<file path="src/rtl/spi_port_pkg.sv">
package spi_port_pkg;

  localparam logic [1:0] SEL_3WIRE = 2'b00;
  localparam logic [1:0] SEL_NSS_IN = 2'b01;

  typedef struct packed {
    logic       en;
    logic       master;
    logic [1:0] mode;
  } spi_ctl_t;

endpackage

</file>
<file path="src/rtl/spi_in_sync.sv">
module spi_in_sync #(
  parameter int              W      = 3,
  parameter int              STAGES = 2,
  parameter logic [W-1:0]    INIT   = '0
) (
  input  logic         clk,
  input  logic         rst_n,
  input  logic [W-1:0] din,
  output logic [W-1:0] dout,
  output logic [W-1:0] dprev
);

  for (genvar i = 0; i < W; i++) begin : g_bit
    logic [STAGES:0] chain;
    always_ff @(posedge clk or negedge rst_n) begin
      if (!rst_n) chain <= {(STAGES + 1){INIT[i]}};
      else        chain <= {chain[STAGES-1:0], din[i]};
    end
    assign dout[i]  = chain[STAGES-1];
    assign dprev[i] = chain[STAGES];
  end

endmodule

</file>
<file path="src/rtl/spi_sck_gen.sv">
module spi_sck_gen #(
  parameter int DIVW = 8
) (
  input  logic            clk,
  input  logic            rst_n,
  input  logic            run,
  input  logic [DIVW-1:0] div,
  output logic            sck_o,
  output logic            rise,
  output logic            fall
);

  logic [DIVW-1:0] cnt;
  logic            hit;

  assign hit  = run && (cnt == div);
  assign rise = hit && !sck_o;
  assign fall = hit && sck_o;

  always_ff @(posedge clk or negedge rst_n) begin
    if (!rst_n) begin
      cnt   <= '0;
      sck_o <= 1'b0;
    end else if (!run) begin
      cnt   <= '0;
      sck_o <= 1'b0;
    end else if (hit) begin
      cnt   <= '0;
      sck_o <= !sck_o;
    end else begin
      cnt   <= cnt + DIVW'(1);
    end
  end

  // the clock rests low whenever no transfer runs
  p_sck_idle_r2: assert property (@(posedge clk) disable iff (!rst_n)
    !run |=> !sck_o);

  // a level is held until the divider count reaches its limit
  p_half_hold_r2: assert property (@(posedge clk) disable iff (!rst_n)
    (run && cnt != div) |=> $stable(sck_o));

endmodule

</file>
<file path="src/rtl/spi_shreg.sv">
module spi_shreg #(
  parameter int DW = 8
) (
  input  logic          clk,
  input  logic          rst_n,
  input  logic          load,
  input  logic [DW-1:0] load_val,
  input  logic          samp_en,
  input  logic          samp_bit,
  input  logic          shift_en,
  input  logic          abort,
  output logic          msb,
  output logic [DW-1:0] rx,
  output logic          active,
  output logic          done_o
);

  localparam int CW = (DW > 1) ? $clog2(DW) : 1;

  logic [DW-1:0] shreg;
  logic          samp;
  logic [CW-1:0] bitcnt;
  logic          last;
  logic [DW-1:0] nxt;

  assign last   = (bitcnt == CW'(DW - 1));
  assign nxt    = {shreg[DW-2:0], samp};
  assign msb    = shreg[DW-1];
  assign active = (bitcnt != '0);
  assign done_o = shift_en && !abort && last;

  always_ff @(posedge clk or negedge rst_n) begin
    if (!rst_n) begin
      shreg  <= '0;
      samp   <= 1'b0;
      bitcnt <= '0;
      rx     <= '0;
    end else begin
      if (samp_en) samp <= samp_bit;
      if (abort) begin
        bitcnt <= '0;
      end else if (shift_en) begin
        shreg <= nxt;
        if (last) begin
          bitcnt <= '0;
          rx     <= nxt;
        end else begin
          bitcnt <= bitcnt + CW'(1);
        end
      end
      if (load) shreg <= load_val;
    end
  end

endmodule

</file>
<file path="src/rtl/spi_port.sv">
module spi_port
  import spi_port_pkg::*;
#(
  parameter int DW     = 8,
  parameter int DIVW   = 8,
  parameter int SYNC_N = 2
) (
  input  logic            clk,
  input  logic            rst_n,
  input  logic            cfg_wr,
  input  logic            cfg_en,
  input  logic            cfg_master,
  input  logic [1:0]      cfg_mode,
  input  logic [DIVW-1:0] cfg_div,
  input  logic            wr_stb,
  input  logic [DW-1:0]   wr_byte,
  output logic [DW-1:0]   rd_byte,
  output logic            busy,
  output logic            done_flag,
  output logic            coll_flag,
  output logic            fault_flag,
  input  logic            clr_done,
  input  logic            clr_coll,
  input  logic            clr_fault,
  output logic            sck_o,
  output logic            sck_oe,
  input  logic            sck_i,
  output logic            mosi_o,
  output logic            mosi_oe,
  input  logic            mosi_i,
  output logic            miso_o,
  output logic            miso_oe,
  input  logic            miso_i,
  output logic            nss_o,
  output logic            nss_oe,
  input  logic            nss_i
);

  localparam int PINS = 3;
  localparam int P_SCK = 2;
  localparam int P_DAT = 1;
  localparam int P_NSS = 0;

  spi_ctl_t        ctl;
  logic [DIVW-1:0] div_q;
  logic            m_run;

  logic [PINS-1:0] pin_s, pin_p;
  logic            sck_s, sck_p, mosi_s, nss_s, nss_p;

  spi_in_sync #(.W(PINS), .STAGES(SYNC_N), .INIT(3'b001)) u_sync (
    .clk   (clk),
    .rst_n (rst_n),
    .din   ({sck_i, mosi_i, nss_i}),
    .dout  (pin_s),
    .dprev (pin_p)
  );

  assign sck_s  = pin_s[P_SCK];
  assign sck_p  = pin_p[P_SCK];
  assign mosi_s = pin_s[P_DAT];
  assign nss_s  = pin_s[P_NSS];
  assign nss_p  = pin_p[P_NSS];

  logic slave_act, sel_ok, slv_on, s_rise, s_fall;
  logic fault_hit;
  logic m_rise, m_fall;

  assign slave_act = ctl.en && !ctl.master;
  assign sel_ok    = (ctl.mode == SEL_3WIRE) || ((ctl.mode == SEL_NSS_IN) && !nss_s);
  assign slv_on    = slave_act && sel_ok;
  assign s_rise    = slv_on && sck_s && !sck_p;
  assign s_fall    = slv_on && !sck_s && sck_p;
  assign fault_hit = ctl.en && ctl.master && (ctl.mode == SEL_NSS_IN)
                     && nss_p && !nss_s && !cfg_wr;

  spi_sck_gen #(.DIVW(DIVW)) u_sck (
    .clk   (clk),
    .rst_n (rst_n),
    .run   (m_run),
    .div   (div_q),
    .sck_o (sck_o),
    .rise  (m_rise),
    .fall  (m_fall)
  );

  logic sh_msb, sh_active, sh_done;
  logic accept, collide;

  assign busy    = m_run || sh_active;
  assign accept  = ctl.en && wr_stb && !busy && !done_flag;
  assign collide = ctl.en && wr_stb && (busy || done_flag);

  spi_shreg #(.DW(DW)) u_shreg (
    .clk      (clk),
    .rst_n    (rst_n),
    .load     (accept),
    .load_val (wr_byte),
    .samp_en  (m_rise || s_rise),
    .samp_bit (ctl.master ? miso_i : mosi_s),
    .shift_en (m_fall || s_fall),
    .abort    (fault_hit || cfg_wr),
    .msb      (sh_msb),
    .rx       (rd_byte),
    .active   (sh_active),
    .done_o   (sh_done)
  );

  always_ff @(posedge clk or negedge rst_n) begin
    if (!rst_n) begin
      ctl   <= '0;
      div_q <= '0;
      m_run <= 1'b0;
    end else if (cfg_wr) begin
      ctl   <= '{en: cfg_en, master: cfg_master, mode: cfg_mode};
      div_q <= cfg_div;
      m_run <= 1'b0;
    end else if (fault_hit) begin
      ctl.master <= 1'b0;
      m_run      <= 1'b0;
    end else if (accept && ctl.master) begin
      m_run <= 1'b1;
    end else if (sh_done) begin
      m_run <= 1'b0;
    end
  end

  always_ff @(posedge clk or negedge rst_n) begin
    if (!rst_n) begin
      done_flag  <= 1'b0;
      coll_flag  <= 1'b0;
      fault_flag <= 1'b0;
    end else begin
      if (sh_done)        done_flag <= 1'b1;
      else if (clr_done)  done_flag <= 1'b0;
      if (collide)        coll_flag <= 1'b1;
      else if (clr_coll)  coll_flag <= 1'b0;
      if (fault_hit)      fault_flag <= 1'b1;
      else if (clr_fault) fault_flag <= 1'b0;
    end
  end

  assign sck_oe  = ctl.en && ctl.master;
  assign mosi_oe = ctl.en && ctl.master;
  assign mosi_o  = sh_msb;
  assign miso_o  = sh_msb;
  assign miso_oe = slv_on;
  assign nss_oe  = ctl.en && ctl.mode[1];
  assign nss_o   = ctl.mode[0];

  // a fault flag that rises always finds master operation already ended
  p_fault_drops_master_r7: assert property (@(posedge clk) disable iff (!rst_n)
    $rose(fault_flag) |-> !ctl.master);

  // the MISO pad is never driven while acting as master
  p_master_no_miso_r5: assert property (@(posedge clk) disable iff (!rst_n)
    ctl.master |-> !miso_oe);

  // a refused write is flagged and never starts the master clock
  p_coll_discard_r4: assert property (@(posedge clk) disable iff (!rst_n)
    (ctl.en && wr_stb && done_flag) |=> (coll_flag && !m_run));

endmodule

</file>
<file path="config.mk">
export PLATFORM = sky130hd
export DESIGN_NAME = spi_port
export DESIGN_NICKNAME = d
export VERILOG_FILES = /design/src/rtl/spi_port_pkg.sv /design/src/rtl/spi_in_sync.sv /design/src/rtl/spi_sck_gen.sv /design/src/rtl/spi_shreg.sv /design/src/rtl/spi_port.sv
export SDC_FILE = /design/constraint.sdc
export NUM_CORES = 1
export LEC_CHECK = 0
export ABC_AREA = 1
export BUFFER_PORTS_ARGS = -buffer_cell sky130_fd_sc_hd__clkbuf_2
export CAP_MARGIN = 10
export CORE_ASPECT_RATIO = 0.6
export CORE_UTILIZATION = 59
export CTS_BUF_LIST = sky130_fd_sc_hd__clkbuf_2 sky130_fd_sc_hd__clkbuf_4 sky130_fd_sc_hd__clkbuf_8
export DETAILED_ROUTE_END_ITERATION = 12
export HOLD_SLACK_MARGIN = 0.06
export PLACE_DENSITY = 0.88
export SYNTH_ARGS = -nofsm -noshare
export SYNTH_HDL_FRONTEND = slang
export SYNTH_SLANG_ARGS = --single-unit
</file>
<file path="constraint.sdc">
create_clock -name clk -period 3.55 [get_ports clk]
set_input_delay 0.71 -clock clk [delete_from_list [all_inputs] [get_ports clk]]
set_output_delay 0.71 -clock clk [all_outputs]
set_load 0.03 [all_outputs]
</file>
# After elaboration in Yosys (flattened, before gate mapping)
# Index checks and enable logic that the tools add are counted.
[word_totals]
output_inout_bits = 20
wordCells = 97
input_bits = 31
reg_bits = 53
[op_classes]
add_sub_neg = 2
n_reduce_logical = 49
bitwise = 1
eq_ne = 5
n_mux = 23
[ops]
columns = ["cell", "count"]
rows = [
  ["8-bit two-way mux", 5],
  ["1-bit logical AND", 23],
  ["1-bit two-way mux", 15],
  ["2-bit nonzero test", 6],
  ["1-bit logical NOT", 9],
  ["3-bit two-way mux", 3],
  ["8-bit by 1-bit adder with 8-bit output (second input constant)", 1],
  ["8-bit == test", 1],
  ["1-bit logical OR", 6],
  ["4-bit nonzero test", 1],
  ["3-bit by 1-bit adder with 3-bit output (second input constant)", 1],
  ["3-bit == test (second input constant)", 1],
  ["3-bit AND reduction", 1],
  ["3-bit nonzero test", 1],
  ["2-bit by 1-bit == test with 1-bit output (second input constant)", 1],
  ["2-bit logical NOT", 1],
  ["2-bit by 1-bit inequality test with 1-bit output (second input constant)", 1],
  ["2-bit inequality test (second input constant)", 1],
  ["2-bit AND reduction", 1],
  ["1-bit inverter", 1],
]

# Longest topological paths before layout
# Gate-level depths: netlist (run 1).
[depth]
depth_word = 13
ltp_mapped = 12
depth_no_buf = 11

# Cells and area by module
# A second synthesis (run 1) with hierarchy kept.
[unflattened]
cells_unflattened = 336
area_unflattened_um2 = 2661.3
[by_module_without_submodules]
columns = ["module", "cells_each", "n_inst", "area_per_inst_um2", "seq_area_each_um2"]
rows = [
  ["spi_shreg", 124, 1, 978.4, 500.5],
  ["spi_port", 93, 1, 763.2, 400.4],
  ["spi_sck_gen", 104, 1, 645.6, 225.2],
  ["spi_in_sync", 15, 1, 274.0, 229.0],
]

# Worst setup path before layout (run 1)
# OpenSTA, ideal clock, no wires.
[synth_timing]
path_type = "reg2reg"
from = "register ctl, in the netlist nss_o"
to = "register m_run"
arrival_ps = 1828
setup_slack_ps = 1604
path_stages_with_launch = 8
required_time_ps = 3433
path_cell_list = "dfrtp_1 > a21oi_1 > nand2_1 > nand2_4 > nand2_4 > buf_6 > nand3_1 > nand2_1"
[synth_via]
elab_chain_cells = 10
word_cells_on_any_way = 19
cone_classes = "eq/ne: 1; mux: 2; reduce/logical: 16"
[synth_rtl]
columns = ["element", "line_no", "rtl"]
rows = [
  ["start, declared", "spi_port.sv:44", "spi_ctl_t ctl;"],
  ["start signal, assigned", "spi_port.sv:115", "ctl <= '{en: cfg_en, master: cfg_master, mode: cfg_mode};"],
  ["2-bit by 1-bit == test with 1-bit output", "spi_port.sv:70", "assign sel_ok = (ctl.mode == SEL_3WIRE) || ((ctl.mode == SEL_NSS_IN) && !nss_s);"],
  ["1-bit logical AND", "spi_port.sv:70", ""],
  ["1-bit logical OR (*)", "spi_port.sv:70", ""],
  ["1-bit logical AND (*)", "spi_port.sv:71", "assign slv_on = slave_act && sel_ok;"],
  ["via miso_oe", "spi_port.sv:32", "output logic miso_oe,"],
  ["1-bit logical AND (*) (2 in a row)", "spi_port.sv:73", "assign s_fall = slv_on && !sck_s && sck_p;"],
  ["1-bit logical OR (*)", "spi_port.sv:101", ".shift_en (m_fall || s_fall),"],
  ["1-bit logical AND (*) (2 in a row)", "spi_shreg.sv:30", "assign done_o = shift_en && !abort && last;"],
  ["4-bit nonzero test (no line) (*)", "--", ""],
  ["end signal, assigned", "spi_port.sv:113", "m_run <= 1'b0;"],
  ["end signal, assigned", "spi_port.sv:117", "m_run <= 1'b0;"],
  ["end signal, assigned", "spi_port.sv:120", "m_run <= 1'b0;"],
  ["end, declared", "spi_port.sv:46", "logic m_run;"],
]
# Mark *: on every way through the listed nets, which the timed path passes. The rest lies on a longest branch.
# A chain may end at the register's enable or synchronous reset.

# Final worst setup path (run 1)
[layout_timing]
from = "register u_shreg.bitcnt[0]"
to = "output busy"
[layout_via]
elab_chain_cells = 2
[layout_rtl]
columns = ["element", "line_no", "rtl"]
rows = [
  ["start, declared", "spi_shreg.sv:22", "logic [CW-1:0] bitcnt;"],
  ["start signal, assigned", "spi_shreg.sv:48", "bitcnt <= bitcnt + CW'(1);"],
  ["3-bit nonzero test", "spi_shreg.sv:29", "assign active = (bitcnt != '0);"],
  ["1-bit logical OR", "spi_port.sv:90", "assign busy = m_run || sh_active;"],
  ["end, declared", "spi_port.sv:18", "output logic busy,"],
]
# No other way between the ends.

==> results.json, run 1 <==
{
  "status": "completed",
  "path_max_fanout": 3,
  "cts_tree": "yes",
  "p_per_area_nw_per_um2": 423,
  "syn_area_um2": 2440,
  "gp_congestion": 0.832,
  "dieHeight_um": 51.8,
  "n_fill_cell": 291,
  "synth.most_common_cell": "nand2_1",
  "initial_core_util_pct": 64.0,
  "fin_worst_skew_ns": 0.00517,
  "p_sw_uw": 330,
  "viasPerCell": 5.26,
  "rsz0062_at_grt": "false",
  "synth_edf_count": 0,
  "p_clk_share_pct": 28.7,
  "synthFlopType": "dfrtp_1",
  "dpl.hpwl_um": 3810,
  "critPathLaunchType": "flop",
  "hold_violations": 0,
  "setup_tns_ns": 0,
  "relSlewSlack_pct": 58.1,
  "synthToLayoutAreaGrowth_pct": 15.0,
  "drtIter0Drc": 151,
  "grt_max_degree": 29,
  "ir_drop_mv": 0.298,
  "drc_errors": 0,
  "numCtsBuffers": 5,
  "tightest_slew_ns": 0.629,
  "end_kind": "primary output",
  "ant_nets": 0,
  "dp.cells": 385,
  "cp_cell_sequence": "inv_1, ha_1, inv_1, nor3_1, inv_1, clkbuf_2",
  "clock_path_buffers": 2,
  "yosys-top-cells-area": "dfrtp_1, nand2_1, inv_1",
  "clkTransAtPathRegs_ns": 0.09,
  "finish.utilization_pct": 73.6,
  "setup_viol": 0,
  "wl_um": 4970,
  "yosysTopAreaCell": "dfrtp_1",
  "core_area_um2": 3810,
  "port_buffers": 50,
  "ys_async_sr_fraction_pct": 100,
  "p_seq_share_pct": 56.6,
  "die_area_um2": 4400,
  "gr-usage-all-layers_pct": 25.4,
  "dr.pass1.iters": 4,
  "syn-mean-instance-area_um2": 8.29,
  "synth-seq-area-share_pct": 54.5,
  "sw_frac_of_total_pct": 27.8,
  "worst-path-buf-inv": 4,
  "cts_root_buf": "clkbuf_8",
  "period_needed_ns": 2.18,
  "fmax_mhz": 459,
  "crit_top_cell": "inv_1",
  "ys_seq_elements": 53,
  "clock_sink_count": 53,
  "fin_cells": 393,
  "intPower_uw": 857,
  "finalNetCount": 380,
  "synthTopCellsByCount": "nand2_1, dfrtp_1, inv_1",
  "cp_slowest_stage_delay_ns": 0.40,
  "die_w_um": 85,
  "num_antenna_cells": 0,
  "p_comb_share_pct": 14.7,
  "cts_setup_buffers": 0,
  "grt_pass1_vias": 1794,
  "clkLatencyLatePin_ns": 0.30,
  "hold_class": "flop to flop",
  "worstPathArrival_ns": 1.47,
  "drv_slew": 0,
  "crit_family": "buffers and inverters",
  "syn_inst": 294,
  "grt_pass1_wl_um": 8400,
  "via_count": 2066,
  "ctsHoldBuffers": 0,
  "wl_per_cell_um": 12.7,
  "cts_resized": 0,
  "fp-row-count": 17,
  "antenna_found_initial": 0,
  "synth_nets": 329,
  "maxCapViolCount": 0,
  "synth_cell_types": 22,
  "ctsHtreeMaxLevel": 2,
  "synth_top_area_share_pct": 51.3,
  "cp.required_ns": 2.84,
  "grt_overflow": 0,
  "critPathSlowestCell": "dfrtp_1",
  "critPathKind": "flop to primary output",
  "total_leakage_power_nw": 1.55,
  "fin_crit_sh_pct": 61.3,
  "ys_warn_count": 0,
  "io_pins": 51,
  "drive_gt1_share_pct": 22.5
}
logic make-up after synthesis:
kind of cell | count (synthesis) | synth area share (%)
adders and majority gates | 4 | 2.05
AOI/OAI and AO/OA | 38 | 9.08
buffers and inverters | 54 | 8.98
and+or+nand+nor | 144 | 25.0
DFF | 53 | 54.5
xor gates and xnor gates | 1 | 0.359
worst paths after layout:
check                                          from                  endpoint  cells past startpoint  slack [ns]
min reg2reg                u_sync.g_bit[2].chain[0]  u_sync.g_bit[2].chain[1]                      0        0.36
max                               u_shreg.bitcnt[0]                      busy                      6        1.37
max reg2reg                       u_shreg.bitcnt[0]          u_shreg.shreg[3]                     10        1.39
min in group asynchronous                     rst_n                  div_q[1]                      1        0.41
max in group asynchronous                     rst_n             u_shreg.rx[4]                      2        2.34
min                        u_sync.g_bit[2].chain[0]  u_sync.g_bit[2].chain[1]                      0        0.36
final cells by class:
class | count | area [um2] | share of cell area (%)
multi-input cells | 187 | 890 | 31.7
clock buffers | 7 | 83.8 | 2.99
flip-flops and latches | 53 | 1330 | 47.4
repair buffers | 51 | 258 | 9.19
clock inverters | 1 | 7.51 | 0.268
well taps | 47 | 58.8 | 2.10
inverters | 47 | 176 | 6.29
sequential cells by signal, indices dropped and copies added, names as in the netlist, 3 cells and up:
signal              count
div_q                   8
u_sck.cnt               8
u_shreg.rx              8
u_shreg.shreg           8
u_sync.g_bit.chain      8
ctl                     3
u_shreg.bitcnt          3
metrics by stage:
| step | power, mW | hold WS [ns] | area, um2 | setup WS, ns |
|---|---|---|---|---|
| after floorplan | 0.795 | 0.331 | 2440 | 1.60 |
| after global placement | 0.853 | 0.332 | 2710 | 1.53 |
| after detailed placement | 0.858 | 0.343 | 2710 | 1.45 |
| after CTS | 1.19 | 0.363 | 2800 | 1.38 |
| after global routing | 1.25 | 0.355 | 2800 | 1.14 |
| final | 1.19 | 0.361 | 2800 | 1.37 |
per-layer routing:
| metal | global-route usage (%) | routed length [um] | vias up |
|---|---|---|---|
| met2 | 36.3 | 2030 | 84 |
| met5 | 0 | 0 | - |
| met4 | 6.50 | 59 | 0 |
| met1 | 39.1 | 2510 | 954 |
| met3 | 5.56 | 372 | 9 |
| li1 | - | - | 1019 |
power by group through the flow:
stage               clock network (mW)  logic, mW  registers (mW)
floorplan                            0      0.110           0.684
global placement                     0      0.171           0.682
detailed placement                   0      0.174           0.684
CTS                              0.345      0.175           0.672
global route                     0.371      0.202           0.680
finish                           0.341      0.175           0.672
cells in the final DEF (no fill, tap or decap), drive strengths merged:
master    Yosys  final
nand2        93     93
clkbuf        3     57
dfrtp        50     50
inv          47     47
o21ai        34     34
nand3        28     28
nor2         19     19
ha            4      4
a21oi         3      3
nand4         3      3
dfstp         3      3
nor3          1      1
xor2          1      1
o22ai         1      1
clkinvlp      0      1
buf           4      1
(Power assumes the default switching activity.)
==> inputs of run 2 (changes only) <==
--- a/config.mk
+++ b/config.mk
@@ -9,11 +9,11 @@
 export BUFFER_PORTS_ARGS = -buffer_cell sky130_fd_sc_hd__clkbuf_2
 export CAP_MARGIN = 10
 export CORE_ASPECT_RATIO = 0.6
-export CORE_UTILIZATION = 59
+export CORE_UTILIZATION = 56
 export CTS_BUF_LIST = sky130_fd_sc_hd__clkbuf_2 sky130_fd_sc_hd__clkbuf_4 sky130_fd_sc_hd__clkbuf_8
 export DETAILED_ROUTE_END_ITERATION = 12
 export HOLD_SLACK_MARGIN = 0.06
-export PLACE_DENSITY = 0.88
+export PLACE_DENSITY = 0.84
 export SYNTH_ARGS = -nofsm -noshare
 export SYNTH_HDL_FRONTEND = slang
 export SYNTH_SLANG_ARGS = --single-unit
==> constraint.sdc (replaced) <==
create_clock -name clk -period 2.1 [get_ports clk]
set_input_delay 0.42 -clock clk [delete_from_list [all_inputs] [get_ports clk]]
set_output_delay 0.42 -clock clk [all_outputs]
set_load 0.03 [all_outputs]
==> results.json, run 2 (synthesized netlist as in run 1, its figures left out) <==
{
  "status": "completed",
  "gr-usage-all-layers_pct": 24.2,
  "holdCritStartpoint": "nss_i",
  "ir_drop_mv": 0.416,
  "cp.required_ns": 1.68,
  "power_mw": 2.00,
  "ant_nets": 0,
  "numCtsBuffers": 5,
  "cts_setup_buffers": 0,
  "clock_sink_count": 53,
  "antenna_found_initial": 0,
  "hold_class": "input pin to flop",
  "cp_slowest_stage_delay_ns": 0.44,
  "setup_viol": 0,
  "drc_errors": 0,
  "final_common_cell": "nand2_1",
  "path_max_fanout": 4,
  "ctsHoldBuffers": 0,
  "fmax_mhz": 523,
  "clkTransAtPathRegs_ns": 0.09,
  "via_count": 2040,
  "clkLatencyLatePin_ns": 0.30,
  "port_buffers": 50,
  "drtIter0Drc": 162,
  "fp-row-count": 18,
  "period_needed_ns": 1.91,
  "p_per_area_nw_per_um2": 708,
  "wl_um": 5140,
  "rsz0062_at_grt": "false",
  "finalNetCount": 382,
  "clock_path_buffers": 2,
  "viasPerCell": 5.00,
  "grt_max_degree": 54,
  "maxCapViolCount": 0,
  "grt_pass1_wl_um": 8080,
  "cts_root_buf": "clkbuf_8",
  "end_kind": "primary output",
  "worstPathArrival_ns": 1.49,
  "synthToLayoutAreaGrowth_pct": 16.1,
  "total_leakage_power_nw": 1.56,
  "cts_resized": 0,
  "critPathLaunchType": "flop",
  "grt_overflow": 0,
  "layout_common_cells": "nand2_1, dfrtp_1, clkbuf_2",
  "ctsHtreeMaxLevel": 2,
  "grt_pass1_vias": 1746,
  "cp_cell_sequence": "inv_1, nand3_1, a21oi_1, clkbuf_2",
  "num_antenna_cells": 0,
  "wl_per_cell_um": 12.6,
  "drv_slew": 0,
  "dpl.hpwl_um": 3910,
  "hold_violations": 0,
  "r2r-start": "u_shreg.bitcnt[0]",
  "fin_crit_sh_pct": 91.1,
  "io_pins": 51,
  "fin_worst_skew_ns": 0.00425,
  "cts_tree": "yes",
  "gp_congestion": 0.831,
  "dr.pass1.iters": 4,
  "drive_gt1_share_pct": 23.0,
  "relSlewSlack_pct": 57.2,
  "die_w_um": 87.2,
  "startpoint": "ctl[2]",
  "tightest_slew_ns": 0.642,
  "initial_core_util_pct": 58.8,
  "dieHeight_um": 53.1,
  "critPathSlowestCell": "dfrtp_1",
  "core_area_um2": 4140,
  "critPathKind": "flop to primary output",
  "setup_tns_ns": 0,
  "die_area_um2": 4630
}
run 2: layer usage:
layer	routed length, um	global-route usage, %	vias to the layer above
li1	-	-	1016
met5	0	0	-
met3	346	6.08	6
met2	2300	36.1	68
met1	2450	35.4	950
met4	44	6.28	0
run 2: cell type report:
cell class	count	area, um2
repair buffers	53	273
well taps	60	75.1
inverters	47	176
flip-flops and latches	53	1330
clock inverters	2	10.0
multi-input cells	187	890
fillers	359	1310
clock buffers	6	76.3
run 2: path summary, 6_finish.rpt:
check,to,slack [ns],cells past startpoint
setup / recovery,miso_oe,0.19,4
hold / removal,u_sync.g_bit[0].chain[0],0.20,1
setup reg to reg,u_shreg.shreg[3],0.29,10
hold reg to reg,u_sync.g_bit[2].chain[1],0.37,0
max in group asynchronous,u_sync.g_bit[1].chain[1],1.45,2
min in group asynchronous,u_shreg.rx[3],0.22,2
run 2: critical path: cells and delay by family, from the launching register on:
family          cells  cell delay, ns
flops               1            0.44
compound gates      1            0.29
simple gates        1            0.07
buf+inv             2            0.39
run 2: where the power goes:
part           internal, mW  switching [mW]  leakage [nW]
Clock                 0.245           0.314        0.0484
Sequential             1.09          0.0437         0.689
Combinational        0.0967           0.212         0.824
Total                  1.43           0.570          1.56
run 2: metrics by stage:
stage	utilization, %	cell area [um2]	setup slack (ns)	hold WS (ns)	std cells
6_report	68.3	2830	0.188	0.198	408
5_1_grt	68.3	2830	0.0900	0.185	408
4_1_cts	68.3	2830	0.186	0.194	408
3_5_place_dp	66.2	2740	0.332	0.350	400
3_3_place_gp	66.2	2740	0.450	0.331	400
2_1_floorplan	-	2440	0.154	0.124	294
==> inputs of run 3 (changes only) <==
--- a/config.mk
+++ b/config.mk
@@ -9,11 +9,12 @@
 export BUFFER_PORTS_ARGS = -buffer_cell sky130_fd_sc_hd__clkbuf_2
 export CAP_MARGIN = 10
 export CORE_ASPECT_RATIO = 0.6
-export CORE_UTILIZATION = 56
+export CORE_UTILIZATION = 59
 export CTS_BUF_LIST = sky130_fd_sc_hd__clkbuf_2 sky130_fd_sc_hd__clkbuf_4 sky130_fd_sc_hd__clkbuf_8
 export DETAILED_ROUTE_END_ITERATION = 12
 export HOLD_SLACK_MARGIN = 0.06
-export PLACE_DENSITY = 0.84
+export PLACE_DENSITY = 0.88
+export RECOVER_POWER = 25
 export SYNTH_ARGS = -nofsm -noshare
 export SYNTH_HDL_FRONTEND = slang
 export SYNTH_SLANG_ARGS = --single-unit
==> constraint.sdc (replaced) <==
create_clock -name clk -period 2.3 [get_ports clk]
set_input_delay 0.46 -clock clk [delete_from_list [all_inputs] [get_ports clk]]
set_output_delay 0.46 -clock clk [all_outputs]
set_load 0.03 [all_outputs]
==> results.json, run 3 (synthesized netlist as in run 1, its figures left out) <==
{
  "tightest_slew_ns": 1.25,
  "fp-row-count": 17,
  "antenna_found_initial": 0,
  "cp.depth": 6,
  "n_fill_cell": 288,
  "drv_slew": 0,
  "drive_gt1_share_pct": 22.1,
  "crit_family": "buffers and inverters",
  "critPathLaunchType": "flop",
  "total_leakage_power_nw": 1.56,
  "drtIter0Drc": 155,
  "gr-usage-all-layers_pct": 28.1,
  "die_w_um": 85,
  "wl_per_cell_um": 14.0,
  "reg2reg_depth": 10,
  "relSlewSlack_pct": 16.8,
  "num_antenna_cells": 0,
  "startpoint": "u_shreg.bitcnt[0]",
  "endpoint": "busy",
  "grt_pass1_vias": 1963,
  "cts_resized": 0,
  "rsz0062_at_grt": "false",
  "numCtsBuffers": 5,
  "gp_congestion": 0.852,
  "initial_core_util_pct": 64.0,
  "viasPerCell": 5.32,
  "regArea_um2": 1330,
  "ant_nets": 0,
  "via_count": 2100,
  "cts_tree": "yes",
  "clkTransAtPathRegs_ns": 0.09,
  "setup_slack_ns": 0.226,
  "synthToLayoutAreaGrowth_pct": 15.5,
  "place_ws_ns": 0.451,
  "finalNetCount": 382,
  "critPathKind": "flop to primary output",
  "multiInputGateArea_um2": 890,
  "cp_slowest_stage_delay_ns": 0.41,
  "port_buffers": 50,
  "worst-path-buf-inv": 4,
  "wl_um": 5550,
  "fin_worst_skew_ns": 0.00621,
  "r2r-start": "u_shreg.bitcnt[0]",
  "layout_common_cells": "nand2_1, dfrtp_1, clkbuf_2",
  "reg2reg_slack_ns": 0.31,
  "end_kind": "primary output",
  "clkLatencyLatePin_ns": 0.31,
  "die_area_um2": 4400,
  "grt_pass1_wl_um": 9160,
  "hold_violations": 0,
  "cts_root_buf": "clkbuf_8",
  "final_common_cell": "nand2_1",
  "ir_drop_mv": 0.475,
  "setup_viol": 0,
  "ctsHoldBuffers": 0,
  "core_area_um2": 3810,
  "r2r-end": "u_shreg.shreg[6]",
  "clock_sink_count": 53,
  "dr.pass1.iters": 4,
  "fmax_mhz": 482,
  "cp_cell_sequence": "inv_1, ha_1, inv_1, nor3_1, inv_1, clkbuf_2",
  "clock_path_buffers": 2,
  "cts_setup_buffers": 0,
  "dpl.hpwl_um": 4050,
  "worstPathArrival_ns": 1.61,
  "setup_tns_ns": 0,
  "crit_top_cell": "inv_1",
  "grt_max_degree": 54,
  "grt_overflow": 0,
  "path_max_fanout": 3,
  "fin_crit_sh_pct": 90.2,
  "hold_class": "input pin to flop",
  "holdCritStartpoint": "nss_i",
  "io_pins": 51,
  "period_needed_ns": 2.07,
  "maxCapViolCount": 0,
  "status": "completed",
  "dieHeight_um": 51.8,
  "cp.required_ns": 1.84,
  "p_per_area_nw_per_um2": 669,
  "drc_errors": 0,
  "ctsHtreeMaxLevel": 2,
  "critPathSlowestCell": "dfrtp_1"
}
run 3: stage by stage:
step / power [mW] / area [um2] / instances / utilization (%) / hold WS, ns
4_1_cts: 1.90 / 2830 / 395 / 74.2 / 0.214
3_5_place_dp: 1.34 / 2730 / 387 / 71.6 / 0.341
6_report: 1.88 / 2820 / 395 / 74.0 / 0.221
3_3_place_gp: 1.32 / 2730 / 387 / 71.6 / 0.334
5_1_grt: 1.97 / 2820 / 395 / 74.0 / 0.213
2_1_floorplan: 1.23 / 2440 / 294 / - / 0.164
run 3: how the worst min path moves through the flow:
| stage | cells past startpoint | slack [ns] | end |
|---|---|---|---|
| 3_3_place_gp | 0 | 0.33 | u_sync.g_bit[1].chain[1] |
| 3_5_place_dp | 0 | 0.34 | u_sync.g_bit[2].chain[1] |
| 2_1_floorplan | 0 | 0.16 | coll_flag |
| 4_1_cts | 1 | 0.21 | u_sync.g_bit[0].chain[0] |
| 6_report | 1 | 0.22 | u_sync.g_bit[0].chain[0] |
| 5_1_grt | 1 | 0.21 | u_sync.g_bit[0].chain[0] |
run 3: cell type report:
class	count	area share, %
well taps	47	2.09
multi-input cells	187	31.6
repair buffers	53	9.41
flip-flops and latches	53	47.2
clock buffers	8	3.46
inverters	47	6.26
run 3: where the power goes:
part           switching, mW  total [mW]  internal, mW
Sequential            0.0416        1.04         0.998
Clock                  0.294       0.563         0.270
Combinational          0.195       0.282        0.0867
run 3: metal layers:
layer	vias to the layer above	share of wire, %	global-route usage (%)
met1	991	45	38.5
met5	-	0	0
met2	82	45	44.4
met4	0	2.0	11.6
met3	12	7.7	6.03
li1	1015	-	-
